===== config.mk =====
export PLATFORM = sky130hd
export DESIGN_NAME = ord_store_buf
export DESIGN_NICKNAME = d
export VERILOG_FILES = /design/src/rtl/osb_pkg.sv /design/src/rtl/osb_queue.sv /design/src/rtl/osb_fwd.sv /design/src/rtl/osb_drain_sel.sv /design/src/rtl/ord_store_buf.sv
export SDC_FILE = /design/constraint.sdc
export NUM_CORES = 1
export LEC_CHECK = 0
export ABC_AREA = 1
export BUFFER_PORTS_ARGS = -buffer_cell sky130_fd_sc_hd__buf_4
export CORE_ASPECT_RATIO = 0.5
export CORE_UTILIZATION = 40
export CTS_BUF_LIST = sky130_fd_sc_hd__clkbuf_2
export DETAILED_ROUTE_END_ITERATION = 10
export PLACE_DENSITY = 0.56
export SLEW_MARGIN = 20
export SYNTH_ARGS = -nofsm -noshare
export SYNTH_HDL_FRONTEND = slang
export SYNTH_SLANG_ARGS = --single-unit

===== constraint.sdc =====
create_clock -name clk_i -period 4.8 [get_ports clk_i]
set_input_delay 0.48 -clock clk_i [delete_from_list [all_inputs] [get_ports clk_i]]
set_output_delay 0.48 -clock clk_i [all_outputs]
set_load 0.005 [all_outputs]

===== src/rtl/osb_pkg.sv =====
package osb_pkg;

   typedef enum logic [1:0] {
      MODE_SC  = 2'd0,
      MODE_TSO = 2'd1,
      MODE_PSO = 2'd2,
      MODE_RSV = 2'd3
   } osb_mode_e;

   typedef enum logic [1:0] {
      OP_LOAD   = 2'd0,
      OP_STORE  = 2'd1,
      OP_FENCE  = 2'd2,
      OP_FENCEX = 2'd3
   } osb_op_e;

   localparam int POL_ROTATE = 0;
   localparam int POL_OLDEST = 1;

endpackage


===== src/rtl/osb_queue.sv =====
module osb_queue #(
   parameter int DEPTH = 4,
   parameter int AW    = 8,
   parameter int DW    = 16,
   parameter int IW    = $clog2(DEPTH),
   parameter int CW    = $clog2(DEPTH + 1)
) (
   input  logic                      clk_i,
   input  logic                      rst_ni,
   input  logic                      push_i,
   input  logic [AW-1:0]             push_addr_i,
   input  logic [DW-1:0]             push_data_i,
   input  logic                      pop_i,
   input  logic [IW-1:0]             pop_idx_i,
   output logic [DEPTH-1:0]          vld_o,
   output logic [DEPTH-1:0][AW-1:0]  addr_o,
   output logic [DEPTH-1:0][DW-1:0]  data_o,
   output logic [CW-1:0]             occ_o
);

   logic [DEPTH-1:0]          vld_q, vld_n;
   logic [DEPTH-1:0][AW-1:0]  addr_q, addr_n;
   logic [DEPTH-1:0][DW-1:0]  data_q, data_n;
   logic [DEPTH:0]            ext_v;
   logic [DEPTH:0][AW-1:0]    ext_a;
   logic [DEPTH:0][DW-1:0]    ext_d;
   logic [CW-1:0]             occ;
   logic [CW-1:0]             slot_free;

   always_comb begin
      occ = '0;
      for (int i = 0; i < DEPTH; i++) begin
         occ = occ + CW'(vld_q[i]);
      end
   end

   // Entries stay packed toward index 0 in age order; a removal closes the gap.
   always_comb begin
      ext_v            = {1'b0, vld_q};
      ext_a[DEPTH]     = '0;
      ext_d[DEPTH]     = '0;
      ext_a[DEPTH-1:0] = addr_q;
      ext_d[DEPTH-1:0] = data_q;
      slot_free        = occ - CW'(pop_i);
      for (int i = 0; i < DEPTH; i++) begin
         if (pop_i && (IW'(i) >= pop_idx_i)) begin
            vld_n[i]  = ext_v[i+1];
            addr_n[i] = ext_a[i+1];
            data_n[i] = ext_d[i+1];
         end else begin
            vld_n[i]  = vld_q[i];
            addr_n[i] = addr_q[i];
            data_n[i] = data_q[i];
         end
         if (push_i && (CW'(i) == slot_free)) begin
            vld_n[i]  = 1'b1;
            addr_n[i] = push_addr_i;
            data_n[i] = push_data_i;
         end
      end
   end

   always_ff @(posedge clk_i or negedge rst_ni) begin
      if (!rst_ni) begin
         vld_q  <= '0;
         addr_q <= '0;
         data_q <= '0;
      end else begin
         vld_q  <= vld_n;
         addr_q <= addr_n;
         data_q <= data_n;
      end
   end

   assign vld_o  = vld_q;
   assign addr_o = addr_q;
   assign data_o = data_q;
   assign occ_o  = occ;

endmodule


===== src/rtl/osb_fwd.sv =====
module osb_fwd #(
   parameter int DEPTH = 4,
   parameter int AW    = 8,
   parameter int DW    = 16
) (
   input  logic [DEPTH-1:0]          vld_i,
   input  logic [DEPTH-1:0][AW-1:0]  addr_i,
   input  logic [DEPTH-1:0][DW-1:0]  data_i,
   input  logic [AW-1:0]             look_addr_i,
   output logic                      hit_o,
   output logic [DW-1:0]             data_o
);

   // Later (younger) matches overwrite earlier ones.
   always_comb begin
      hit_o  = 1'b0;
      data_o = '0;
      for (int i = 0; i < DEPTH; i++) begin
         if (vld_i[i] && (addr_i[i] == look_addr_i)) begin
            hit_o  = 1'b1;
            data_o = data_i[i];
         end
      end
   end

endmodule


===== src/rtl/osb_drain_sel.sv =====
module osb_drain_sel
   import osb_pkg::*;
#(
   parameter int DEPTH  = 4,
   parameter int AW     = 8,
   parameter int POLICY = POL_ROTATE,
   parameter int IW     = $clog2(DEPTH)
) (
   input  logic                      clk_i,
   input  logic                      rst_ni,
   input  logic [DEPTH-1:0]          vld_i,
   input  logic [DEPTH-1:0][AW-1:0]  addr_i,
   input  logic                      pso_i,
   input  logic                      adv_i,
   output logic                      cand_valid_o,
   output logic [IW-1:0]             cand_idx_o
);

   logic [DEPTH-1:0] elig;
   logic             lo_found;
   logic [IW-1:0]    lo_idx;
   logic             pso_v;
   logic [IW-1:0]    pso_idx;

   always_comb begin
      for (int i = 0; i < DEPTH; i++) begin
         elig[i] = vld_i[i];
         for (int j = 0; j < i; j++) begin
            if (vld_i[j] && (addr_i[j] == addr_i[i])) begin
               elig[i] = 1'b0;
            end
         end
      end
   end

   always_comb begin
      lo_found = 1'b0;
      lo_idx   = '0;
      for (int i = 0; i < DEPTH; i++) begin
         if (elig[i] && !lo_found) begin
            lo_found = 1'b1;
            lo_idx   = IW'(i);
         end
      end
   end

   if (POLICY == POL_ROTATE) begin : g_rotate
      logic [IW-1:0] rot_q;
      logic          hi_found;
      logic [IW-1:0] hi_idx;

      always_ff @(posedge clk_i or negedge rst_ni) begin
         if (!rst_ni) begin
            rot_q <= '0;
         end else if (adv_i && pso_i) begin
            rot_q <= (rot_q == IW'(DEPTH - 1)) ? '0 : rot_q + 1'b1;
         end
      end

      always_comb begin
         hi_found = 1'b0;
         hi_idx   = '0;
         for (int i = 0; i < DEPTH; i++) begin
            if (elig[i] && !hi_found && (IW'(i) >= rot_q)) begin
               hi_found = 1'b1;
               hi_idx   = IW'(i);
            end
         end
         pso_v   = lo_found;
         pso_idx = hi_found ? hi_idx : lo_idx;
      end
   end else begin : g_oldest
      always_comb begin
         pso_v   = lo_found;
         pso_idx = lo_idx;
      end
   end

   assign cand_valid_o = pso_i ? pso_v : vld_i[0];
   assign cand_idx_o   = pso_i ? pso_idx : '0;

endmodule


===== src/rtl/ord_store_buf.sv =====
module ord_store_buf
   import osb_pkg::*;
#(
   parameter int DEPTH  = 4,
   parameter int AW     = 8,
   parameter int DW     = 16,
   parameter int POLICY = POL_ROTATE
) (
   input  logic           clk_i,
   input  logic           rst_ni,
   input  logic [1:0]     mode_i,
   input  logic           req_valid_i,
   input  logic [1:0]     req_op_i,
   input  logic [AW-1:0]  req_addr_i,
   input  logic [DW-1:0]  req_wdata_i,
   output logic           req_ready_o,
   output logic           resp_valid_o,
   output logic [DW-1:0]  resp_rdata_o,
   output logic           mem_valid_o,
   output logic           mem_write_o,
   output logic [AW-1:0]  mem_addr_o,
   output logic [DW-1:0]  mem_wdata_o,
   input  logic           mem_ready_i,
   input  logic [DW-1:0]  mem_rdata_i
);

   localparam int IW = $clog2(DEPTH);
   localparam int CW = $clog2(DEPTH + 1);

   if (DEPTH < 2) begin : g_bad_depth
      $error("ord_store_buf: DEPTH must be at least 2");
   end
   if (AW < 1 || DW < 1) begin : g_bad_width
      $error("ord_store_buf: AW and DW must be positive");
   end
   if (POLICY != POL_ROTATE && POLICY != POL_OLDEST) begin : g_bad_policy
      $error("ord_store_buf: unknown POLICY");
   end

   osb_mode_e                 mode_q;
   logic [DEPTH-1:0]          q_vld;
   logic [DEPTH-1:0][AW-1:0]  q_addr;
   logic [DEPTH-1:0][DW-1:0]  q_data;
   logic [CW-1:0]             q_occ;
   logic                      fwd_hit;
   logic [DW-1:0]             fwd_data;
   logic                      cand_valid;
   logic [IW-1:0]             cand_idx;
   logic                      is_sc, is_pso, empty, full;
   logic                      op_load, op_store, op_fence;
   logic                      load_fwd, load_mem, mem_load_req;
   logic                      accept, push, pop;
   logic                      resp_v_q;
   logic [DW-1:0]             resp_d_q;

   // Mode register: sampled only while nothing is buffered.
   always_ff @(posedge clk_i or negedge rst_ni) begin
      if (!rst_ni) begin
         mode_q <= MODE_SC;
      end else if (q_occ == '0) begin
         mode_q <= (mode_i == MODE_RSV) ? MODE_TSO : osb_mode_e'(mode_i);
      end
   end

   assign is_sc    = (mode_q == MODE_SC);
   assign is_pso   = (mode_q == MODE_PSO);
   assign empty    = (q_occ == '0);
   assign full     = (q_occ == CW'(DEPTH));
   assign op_load  = (req_op_i == OP_LOAD);
   assign op_store = (req_op_i == OP_STORE);
   assign op_fence = req_op_i[1];

   assign load_fwd     = op_load && !is_sc && fwd_hit;
   assign load_mem     = op_load && !load_fwd && (!is_sc || empty);
   assign mem_load_req = req_valid_i && load_mem;

   always_comb begin
      if (op_store)      req_ready_o = !full;
      else if (op_fence) req_ready_o = empty;
      else if (load_fwd) req_ready_o = 1'b1;
      else if (load_mem) req_ready_o = mem_ready_i;
      else               req_ready_o = 1'b0;
   end

   assign accept = req_valid_i && req_ready_o;
   assign push   = accept && op_store;
   assign pop    = cand_valid && !mem_load_req && mem_ready_i;

   osb_queue #(
      .DEPTH (DEPTH),
      .AW    (AW),
      .DW    (DW),
      .IW    (IW),
      .CW    (CW)
   ) u_queue (
      .clk_i       (clk_i),
      .rst_ni      (rst_ni),
      .push_i      (push),
      .push_addr_i (req_addr_i),
      .push_data_i (req_wdata_i),
      .pop_i       (pop),
      .pop_idx_i   (cand_idx),
      .vld_o       (q_vld),
      .addr_o      (q_addr),
      .data_o      (q_data),
      .occ_o       (q_occ)
   );

   osb_fwd #(
      .DEPTH (DEPTH),
      .AW    (AW),
      .DW    (DW)
   ) u_fwd (
      .vld_i       (q_vld),
      .addr_i      (q_addr),
      .data_i      (q_data),
      .look_addr_i (req_addr_i),
      .hit_o       (fwd_hit),
      .data_o      (fwd_data)
   );

   osb_drain_sel #(
      .DEPTH  (DEPTH),
      .AW     (AW),
      .POLICY (POLICY),
      .IW     (IW)
   ) u_sel (
      .clk_i        (clk_i),
      .rst_ni       (rst_ni),
      .vld_i        (q_vld),
      .addr_i       (q_addr),
      .pso_i        (is_pso),
      .adv_i        (pop),
      .cand_valid_o (cand_valid),
      .cand_idx_o   (cand_idx)
   );

   // Memory port: a load miss takes priority over retiring a store.
   assign mem_valid_o = mem_load_req || cand_valid;
   assign mem_write_o = !mem_load_req;
   assign mem_addr_o  = mem_load_req ? req_addr_i : q_addr[cand_idx];
   assign mem_wdata_o = q_data[cand_idx];

   always_ff @(posedge clk_i or negedge rst_ni) begin
      if (!rst_ni) begin
         resp_v_q <= 1'b0;
         resp_d_q <= '0;
      end else begin
         resp_v_q <= accept && op_load;
         if (accept && op_load) begin
            resp_d_q <= load_fwd ? fwd_data : mem_rdata_i;
         end
      end
   end

   assign resp_valid_o = resp_v_q;
   assign resp_rdata_o = resp_d_q;

endmodule


Word level (Yosys, flattened, before mapping)
Cells that the tools add are included.

Add/sub/neg operators: 5. Magnitude comparators: 9. Equal/unequal tests: 18. Multiplexer cells: 67. Reduce and logical (&&, ||, !) cells: 59.

Operator list (count): 16-bit two-way mux (14); 8-bit equality test (10); 8-bit two-way mux (10); 1-bit logical AND (39); 1-bit two-way mux (33); 16-bit binary-select mux with 2-bit select (1); 8-bit binary-select mux with 2-bit select (1); 2-bit two-way mux (8); 1-bit zero test (10); 1-bit by 2-bit greater-or-equal comparator with 1-bit output (first input constant) (4); 2-bit greater-or-equal comparator (first input constant) (4); 2-bit nonzero test (4); 3-bit by 1-bit adder with 3-bit output (2); 2-bit equality test (second input constant) (3); 2-bit by 3-bit equality test with 1-bit output (first input constant) (2); 3-bit zero test (2); 2-bit zero test (2); 1-bit by 3-bit equality test with 1-bit output (first input constant) (1); 3-bit equality test (second input constant) (1); 2-bit by 3-bit less-than comparator with 1-bit output (second input constant) (1); 3-bit by 1-bit subtractor with 3-bit output (1); 1-bit by 1-bit adder with 2-bit output (1); 2-bit by 1-bit adder with 2-bit output (second input constant) (1); 2-bit by 1-bit equality test with 1-bit output (second input constant) (1); 1-bit logical OR (2).

Flip-flop bits (word level): 121. Bits of input ports: 48. Output and inout bits: 44. Word-level logic and storage cells: 174.

Logic depth before layout (Yosys ltp)
Gate-level depths: netlist of run 1.

Depth in word-level cells: 21. Gate-level depth with buffers: 27. Mapped depth without buffers: 25.

Hierarchy
From an unflattened synthesis of run 1, not the netlist that was laid out.

Cells, all modules: 1594. Area total of the unflattened synthesis: 9786.9 um^2.

By module, submodules not included: osb_queue (instances 1, cells each 726, area each 5345.1 um^2); ord_store_buf (instances 1, cells each 318, area each 1898.1 um^2); osb_fwd (instances 1, cells each 325, area each 1510.2 um^2); osb_drain_sel (instances 1, cells each 225, area each 1033.5 um^2).

Worst setup path before layout of run 1
Ideal clock, no wire load.

Path type: register -> register. From: register u_queue.vld_q[0], in the netlist u_queue.vld_o[0]. To: register u_queue.addr_q (netlist bit u_queue.addr_o[10]). Arrival time: 3.781 ns. Required time: 4.678 ns. Slack: 0.897 ns. Cell stages (with the launch flop): 26. Clock period less this slack: 3.903 ns. Path through: dfrtp_1 inv_1 ha_1 inv_1 fa_1 inv_1 ha_1 inv_1 nand2_1 nor2_1 inv_1 a31oi_1 nand3_2 nand2_4 nor2_8 ha_1 ha_1 or2_2 nand2_1 nor2_1 nand3_1 clkbuf_1 clkbuf_1 o21ai_0 nand2_1 o21ai_1.

Word-level cells in the longest chain between the ends: 19. Elaborated cells on any way between the ends: 75. Those cells by class: add/sub (4); order compare (1); eq/ne (2); mux (32); reduce/logical (36).

Ends and longest elaborated chain: start, declared (line osb_queue.sv:21) `logic [DEPTH-1:0] vld_q, vld_n;`; start signal, assigned (line osb_queue.sv:69) `vld_q <= vld_n;`; branches (longest 19 deep; another with 3-bit by 1-bit adder with 3-bit output); end signal, assigned (line osb_queue.sv:70) `addr_q <= addr_n;`; end, declared (line osb_queue.sv:22) `logic [DEPTH-1:0][AW-1:0] addr_q, addr_n;`.

Several ways; the timed one is not identified. A chain may end at the register's enable or synchronous reset.

Final worst setup path of run 1
From: register u_queue.addr_q (netlist bit u_queue.addr_o[21]). To: output mem_wdata_o[15].

Word-level cells in the longest chain between the ends: 15. Elaborated cells on any way between the ends: 28. Those cells by class: eq/ne (3); mux (14); reduce/logical (11).

Ends and longest elaborated chain: 8-bit equality test (line osb_drain_sel.sv:29) `if (vld_i[j] && (addr_i[j] == addr_i[i])) begin`; 1-bit logical AND (line osb_drain_sel.sv:29); 1-bit two-way mux (2 in a row) (line osb_drain_sel.sv:29); 1-bit logical AND (2 in a row) (line osb_drain_sel.sv:64) `if (elig[i] && !hi_found && (IW'(i) >= rot_q)) begin`; 1-bit two-way mux (line osb_drain_sel.sv:64); 1-bit zero test (line osb_drain_sel.sv:64); 1-bit logical AND (2 in a row) (line osb_drain_sel.sv:64); 2-bit two-way mux / 1-bit two-way mux (equally long branches) (line osb_drain_sel.sv:64); 2-bit two-way mux (*) (line osb_drain_sel.sv:70) `pso_idx = hi_found ? hi_idx : lo_idx;`; 2-bit two-way mux (*) (line osb_drain_sel.sv:80) `assign cand_idx_o = pso_i ? pso_idx : '0;`; 16-bit binary-select mux with 2-bit select (*) (line ord_store_buf.sv:142) `assign mem_wdata_o = q_data[cand_idx];`; 16-bit two-way mux (implied by the code) (*) (line ord_store_buf.sv:142); end, declared (line ord_store_buf.sv:22) `output logic [DW-1:0] mem_wdata_o,`.

Mark *: on every way between the ends. The rest lies on a longest branch, timed or not. The select of a mux whose other input is x is not followed.

==> reports/results.tsv, run 1 <==
metric	value	unit
Post-synth ARST share	1.00	
CTS tree	done	
leak pwr	4.84	nW
Syn Inst Count	1343	
most frequent cell after synthesis	nand2_1	
Synth top area share	0.348	
vias in the first global route	8899	
PortBufs	91	
net switching fraction of the power	0.547	
Synth Flop Type	dfrtp_1	
worst path arrival time	4010	ps
largest area contributor in the netlist	dfrtp_1	
max_slew headroom	0.234	
row count	37	
Synth Area in Compound Gates	0.182	
synth cell count leaders	nand2_1 (435), o21ai_0 (148), dfrtp_1 (121), inv_1 (119), nor2_1 (103)	
Yosys warning total	0	
Die Height	106	um
CTS root buf	clkbuf_2	
first drt pass iteration count	5	
H-tree depth	4	
register area	0.00303	mm^2
Setup Fix Bufs, Post-CTS	0	
worst slew pin tran	1150	ps
Fin Setup TNS	0	ps
Setup crit start kind	register	
Worst Hold Depth	3	
initial antenna violation count	0	
Peak Freq	223	MHz
power share of the sequential group	0.299	
mux contribution to synthesized area	0	
VDD IR max	0.308	mV
worst slack, placed	454	ps
final-layout fill cell count	2256	
Max Cap Viol	0	
Req. time, crit path	4320	ps
crit-path max FO	16	
# setup viols final	0	
Fin. Hold Viols	0	
Post-DRT Antenna Nets	0	
Seq/Total Area, Yosys	0.348	
Post-synth EDFFs	0	
Core Box Area	0.0209	mm^2
Synth Area in Simple Gates	0.329	
Mapped Nets	1402	
IO Count	92	
area of the multi-input gates	0.00477	mm^2
post-synthesis xor/xnor area fraction	0.0141	
total clock sinks	121	
syn_area_per_cell	6.48	um^2
largest family of logic cells by synthesized area	simple AND/OR/NAND/NOR gates	
Total GRT Usage	0.294	
max-slew violations	0	
hpwl dp	20.9	mm
Remaining DRCs	0	
synthesis-to-layout area growth	16.0	%
clock-pin slew of the registers on the worst-case setup and hold paths	210	ps
combinational share of power	0.609	
final period utilization	0.934	
initial drt markers	892	
post-synthesis register bit count	121	
clock network power share	0.092	
Routed wire per std cell	18.5	um
first-pass GRT wire length	50.1	mm
mapped cell area	0.00871	mm^2
die extent in x	211	um
Reg2Reg Depth	25	
P_int	0.00287	W
library cells used by synthesis	38	
WS Path Type	register to output port	
PD cells	628	mW/mm^2
Hold Crit Class	primary input to register	
Via-to-Cell Ratio	5.37	
setup ws final	315	ps
RSZ-0062 raised after global routing	no	
RD Place Congestion	1.01	
largest net degree at the start of global routing	50	
Starting Density	0.416	
DR vias	9308	
P_sw	0.00347	W
status	completed	
Setup crit end kind	output port	
Net count, final	1488	
Post-Route WL	32.1	mm
Longest Clk Path Bufs	2	
fraction of layout cells with a size suffix above 1	0.146	
die area	0.0224	mm^2
Synth area leaders	dfrtp_1 (35%), nand2_1 (19%), o21ai_0 (8.5%)	
skew final	26.7	ps
post-layout minimum cycle time	4490	ps
Clock Latency Late Sink	780	ps
total grt overflow	0	
total CTS buffers	17	
Synth Area in Adders	0.0167	
antenna cell count	0	
==> power groups by stage <==
stage / Combinational (W) / Clock, W / Sequential [W]
2_1_floorplan: 0.00266 / 0 / 0.00170
3_3_place_gp: 0.00370 / 0 / 0.00189
3_5_place_dp: 0.00373 / 0 / 0.00190
4_1_cts: 0.00378 / 0.000598 / 0.00188
5_1_grt: 0.00427 / 0.000640 / 0.00195
6_report: 0.00386 / 0.000581 / 0.00190
==> what timing repair did <==
action	4_1_cts	5_1_grt
setup endpoints to repair	0	26
hold buffers	38	0
gates resized for setup	0	3
endpoints found under the hold margin	98	0
==> worst paths after layout <==
| path | startpoint | end | slack (ps) |
|---|---|---|---|
| setup / recovery | u_queue.addr_o[21]$_DFFE_PN0P_ | mem_wdata_o[15] | 310 |
| hold reg to reg | resp_rdata_o[13]$_DFFE_PN0P_ | resp_rdata_o[13]$_DFFE_PN0P_ | 520 |
| max in group asynchronous | rst_ni | resp_rdata_o[5]$_DFFE_PN0P_ | 3450 |
| hold / removal | mem_rdata_i[14] | resp_rdata_o[14]$_DFFE_PN0P_ | 50 |
| setup reg to reg | u_queue.vld_o[1]$_DFFE_PN0P_ | u_queue.addr_o[2]$_DFFE_PN0P_ | 410 |
| min in group asynchronous | rst_ni | u_queue.addr_o[21]$_DFFE_PN0P_ | 230 |
==> metal layers <==
metal | global-route usage | vias up | wire [um]
met5 | 0 | - | 0
met4 | 0.0989 | 0 | 697
met3 | 0.0532 | 53 | 2440
met2 | 0.454 | 387 | 14100
met1 | 0.414 | 4377 | 14900
li1 | - | 4491 | -
==> sequential cells by signal, summed over array words and instances, names as in the netlist <==
register	flops
mode_q	2
u_queue.data_o	64
u_sel.g_rotate.rot_q	2
resp_valid_o	1
u_queue.vld_o	4
resp_rdata_o	16
u_queue.addr_o	32
==> area by class of cell <==
type | count | area share
clock inverter | 12 | 0.00768
timing repair buffer | 147 | 0.119
inverter | 149 | 0.0557
tap | 292 | 0.0362
sequential | 121 | 0.300
multi-input combinational | 993 | 0.472
clock buffer | 20 | 0.00991
==> critical path, cell delays in order, from the launching register on <==
cell and delay (ps):
dfrtp_1 540, inv_1 230, nand2_1 100, nand4_1 110, nor2_1 180, nand3_1 150
nand4_1 190, nand3_2 100, nor2_1 360, nor2_4 240, nor2_4 550, nand2_1 110
o211ai_1 170, buf_4 170
==> cell usage in the layout (no fill, tap or decap), types with 2 or more instances in the layout <==
cell           count
nand2_1          434
clkinv_2           6
nand3_1           73
o21ai_0          148
inv_2             28
a21oi_2            2
nand4_1           24
nand2_4            4
nor3_1             6
o21ai_2            5
buf_4            109
dlygate4sd3_1     38
a21oi_1           50
nand2_2            6
nor2_2             5
o22ai_1           24
nand3_2            4
nor2_8             4
clkbuf_2          20
nor2_4             5
dfrtp_1          121
o211ai_1          14
ha_1              10
inv_1            119
o21ai_1           52
nor2_1           101
xnor2_1            9
clkinvlp_4         5
inv_6              2
xor2_1             5
==> stage by stage <==
step                      hold slack [ps]   util  total power [W]  std cells  cell area [um^2]
final                                45.9  0.483          0.00634       1734             10100
after global routing                 4.07  0.483          0.00686       1734             10100
after CTS                            1.52  0.482          0.00626       1733             10100
after detailed placement              478  0.455          0.00563       1663              9520
after global placement                471  0.455          0.00559       1663              9520
after floorplan                       184      -          0.00436       1343              8710
==> kinds of logic after synthesis <==
family / Yosys count
AOI/OAI and AO/OA: 297
DFF: 121
buffers and inverters: 230
and+or+nand+nor: 670
adders and majority gates: 11
xor gates and xnor gates: 14
No activity file was read; power rests on OpenSTA's default activity.
==> inputs of run 2 (changes only) <==
- clock period: 4.8 -> 5.7 ns (I/O delays scaled with it)
==> run 2 against run 1 <==
  * Utilization fell by 0.57 points
  * Global-route usage rose by 0.17 points
  * Final cell count fell by 1.2%
  * Design area fell by 1.2%
  * Count of clock-buffer cells in the layout did not move
  * Largest cell class unchanged
  * Highest routed layer unchanged
==> reports/results.tsv, run 2 (synthesis gave the netlist of run 1 again) <==
metric	value	unit
post-layout minimum cycle time	5320	ps
max-slew violations	0	
PortBufs	91	
Max Cap Viol	0	
power share of the sequential group	0.295	
VDD IR max	0.311	mV
total grt overflow	0	
Core Util, Final	0.477	
Req. time, crit path	5130	ps
combinational share of power	0.583	
total clock sinks	121	
worst path arrival time	4750	ps
antenna cell count	0	
Longest Clk Path Bufs	2	
CTS tree	done	
worst slew pin tran	1110	ps
register area	0.00303	mm^2
Setup crit end kind	output port	
Fin Setup TNS	0	ps
row count	37	
Setup crit start kind	register	
Post-DRT Antenna Nets	0	
max_slew headroom	0.259	
hpwl dp	21.4	mm
final period utilization	0.934	
post-route cell area	0.00998	mm^2
Post-Route WL	32.2	mm
area of the multi-input gates	0.00475	mm^2
H-tree depth	4	
die extent in x	211	um
# setup viols final	0	
RSZ-0062 raised after global routing	no	
Hold Crit Class	primary input to register	
net switching fraction of the power	0.533	
placed cell area	0.00949	mm^2
synthesis-to-layout area growth	14.6	%
largest net degree at the start of global routing	68	
Final Non-Filler Cells	1713	
WS Path Type	register to output port	
fraction of layout cells with a size suffix above 1	0.143	
Fin. Hold Viols	0	
P_sw	0.00292	W
Die Height	106	um
Via-to-Cell Ratio	5.40	
first drt pass iteration count	5	
initial drt markers	882	
Core Box Area	0.0209	mm^2
P_int	0.00257	W
commonest non-fill, non-tap cells in the layout	nand2_1 (434), o21ai_0 (148), dfrtp_1 (121), inv_1 (119), buf_4 (105)	
die area	0.0224	mm^2
Routed wire per std cell	18.8	um
IO Count	92	
skew final	33.0	ps
Net count, final	1467	
crit-path max FO	17	
final-layout fill cell count	2252	
DR vias	9258	
clock network power share	0.122	
clock-pin slew of the registers on the worst-case setup and hold paths	210	ps
r2r setup slk	740	ps
Starting Density	0.416	
Peak Freq	188	MHz
Largest register FFs	64	
Min Hold Slack	84.4	ps
Remaining DRCs	0	
vias in the first global route	8595	
Total GRT Usage	0.296	
Clock Latency Late Sink	790	ps
status	completed	
dpl cells	1659	
RD Place Congestion	0.932	
PD cells	550	mW/mm^2
commonest non-fill, non-tap cell in the layout	nand2_1	
total CTS buffers	17	
initial antenna violation count	0	
CTS root buf	clkbuf_2	
first-pass GRT wire length	49.7	mm
leak pwr	4.80	nW
[run 2: critical path: stages (launching register included)]
cell and delay [ps]:
dfrtp_1 560, inv_1 280, nand2_1 70, o21ai_0 90
nor2_1 60, nand2_1 110, nor2_1 70, nor2_1 120
nand2_1 140, nand4_2 420, nand3_1 510, buf_4 340
nor2_2 730, nand2_1 110, o211ai_1 180, buf_4 170
[run 2: path summary, 6_finish.rpt]
path | startpoint | end | depth (start not counted)
max in group asynchronous | rst_ni | u_queue.data_o[11]$_DFFE_PN0P_ | 3
max | u_queue.addr_o[21]$_DFFE_PN0P_ | mem_wdata_o[15] | 15
min | mem_rdata_i[4] | resp_rdata_o[4]$_DFFE_PN0P_ | 3
min in group asynchronous | rst_ni | u_queue.addr_o[17]$_DFFE_PN0P_ | 2
min reg2reg | resp_rdata_o[13]$_DFFE_PN0P_ | resp_rdata_o[13]$_DFFE_PN0P_ | 2
max reg2reg | u_queue.vld_o[0]$_DFFE_PN0P_ | u_queue.data_o[38]$_DFFE_PN0P_ | 26
[run 2: power groups by stage]
stage	logic [W]	clock network (W)	registers [W]
after floorplan	0.00224	0	0.00143
after global placement	0.00314	0	0.00162
after detailed placement	0.00315	0	0.00161
after CTS	0.00317	0.000683	0.00160
after global routing	0.00355	0.000725	0.00166
final	0.00320	0.000669	0.00162
[run 2: metrics by stage]
step,power (W),setup slack [ps]
floorplan,0.00368,1800
global placement,0.00475,814
detailed placement,0.00476,794
CTS,0.00546,377
global route,0.00593,74.4
finish,0.00549,376
[run 2: timing repair]
| item | 4_1_cts | 5_1_grt |
|---|---|---|
| endpoints found under the hold margin | 82 | 4 |
| hold buffers | 18 | 4 |
| setup buffers | 0 | 0 |
| gates resized for setup | 0 | 0 |
[run 2: area by class of cell]
type                    instances  area share
flip-flops and latches        121       0.303
clock buffers                  20      0.0100
multi-input cells             992       0.476
inverters                     149      0.0560
clock inverters                12      0.0172
repair buffers                127       0.101
well taps                     292      0.0366
[run 2: per-layer routing]
| metal | routed length [um] | global-route usage | up-vias |
|---|---|---|---|
| met2 | 13900 | 0.449 | 429 |
| li1 | - | - | 4451 |
| met3 | 2620 | 0.0623 | 38 |
| met5 | 0 | 0 | - |
| met1 | 15100 | 0.420 | 4340 |
| met4 | 559 | 0.0901 | 0 |
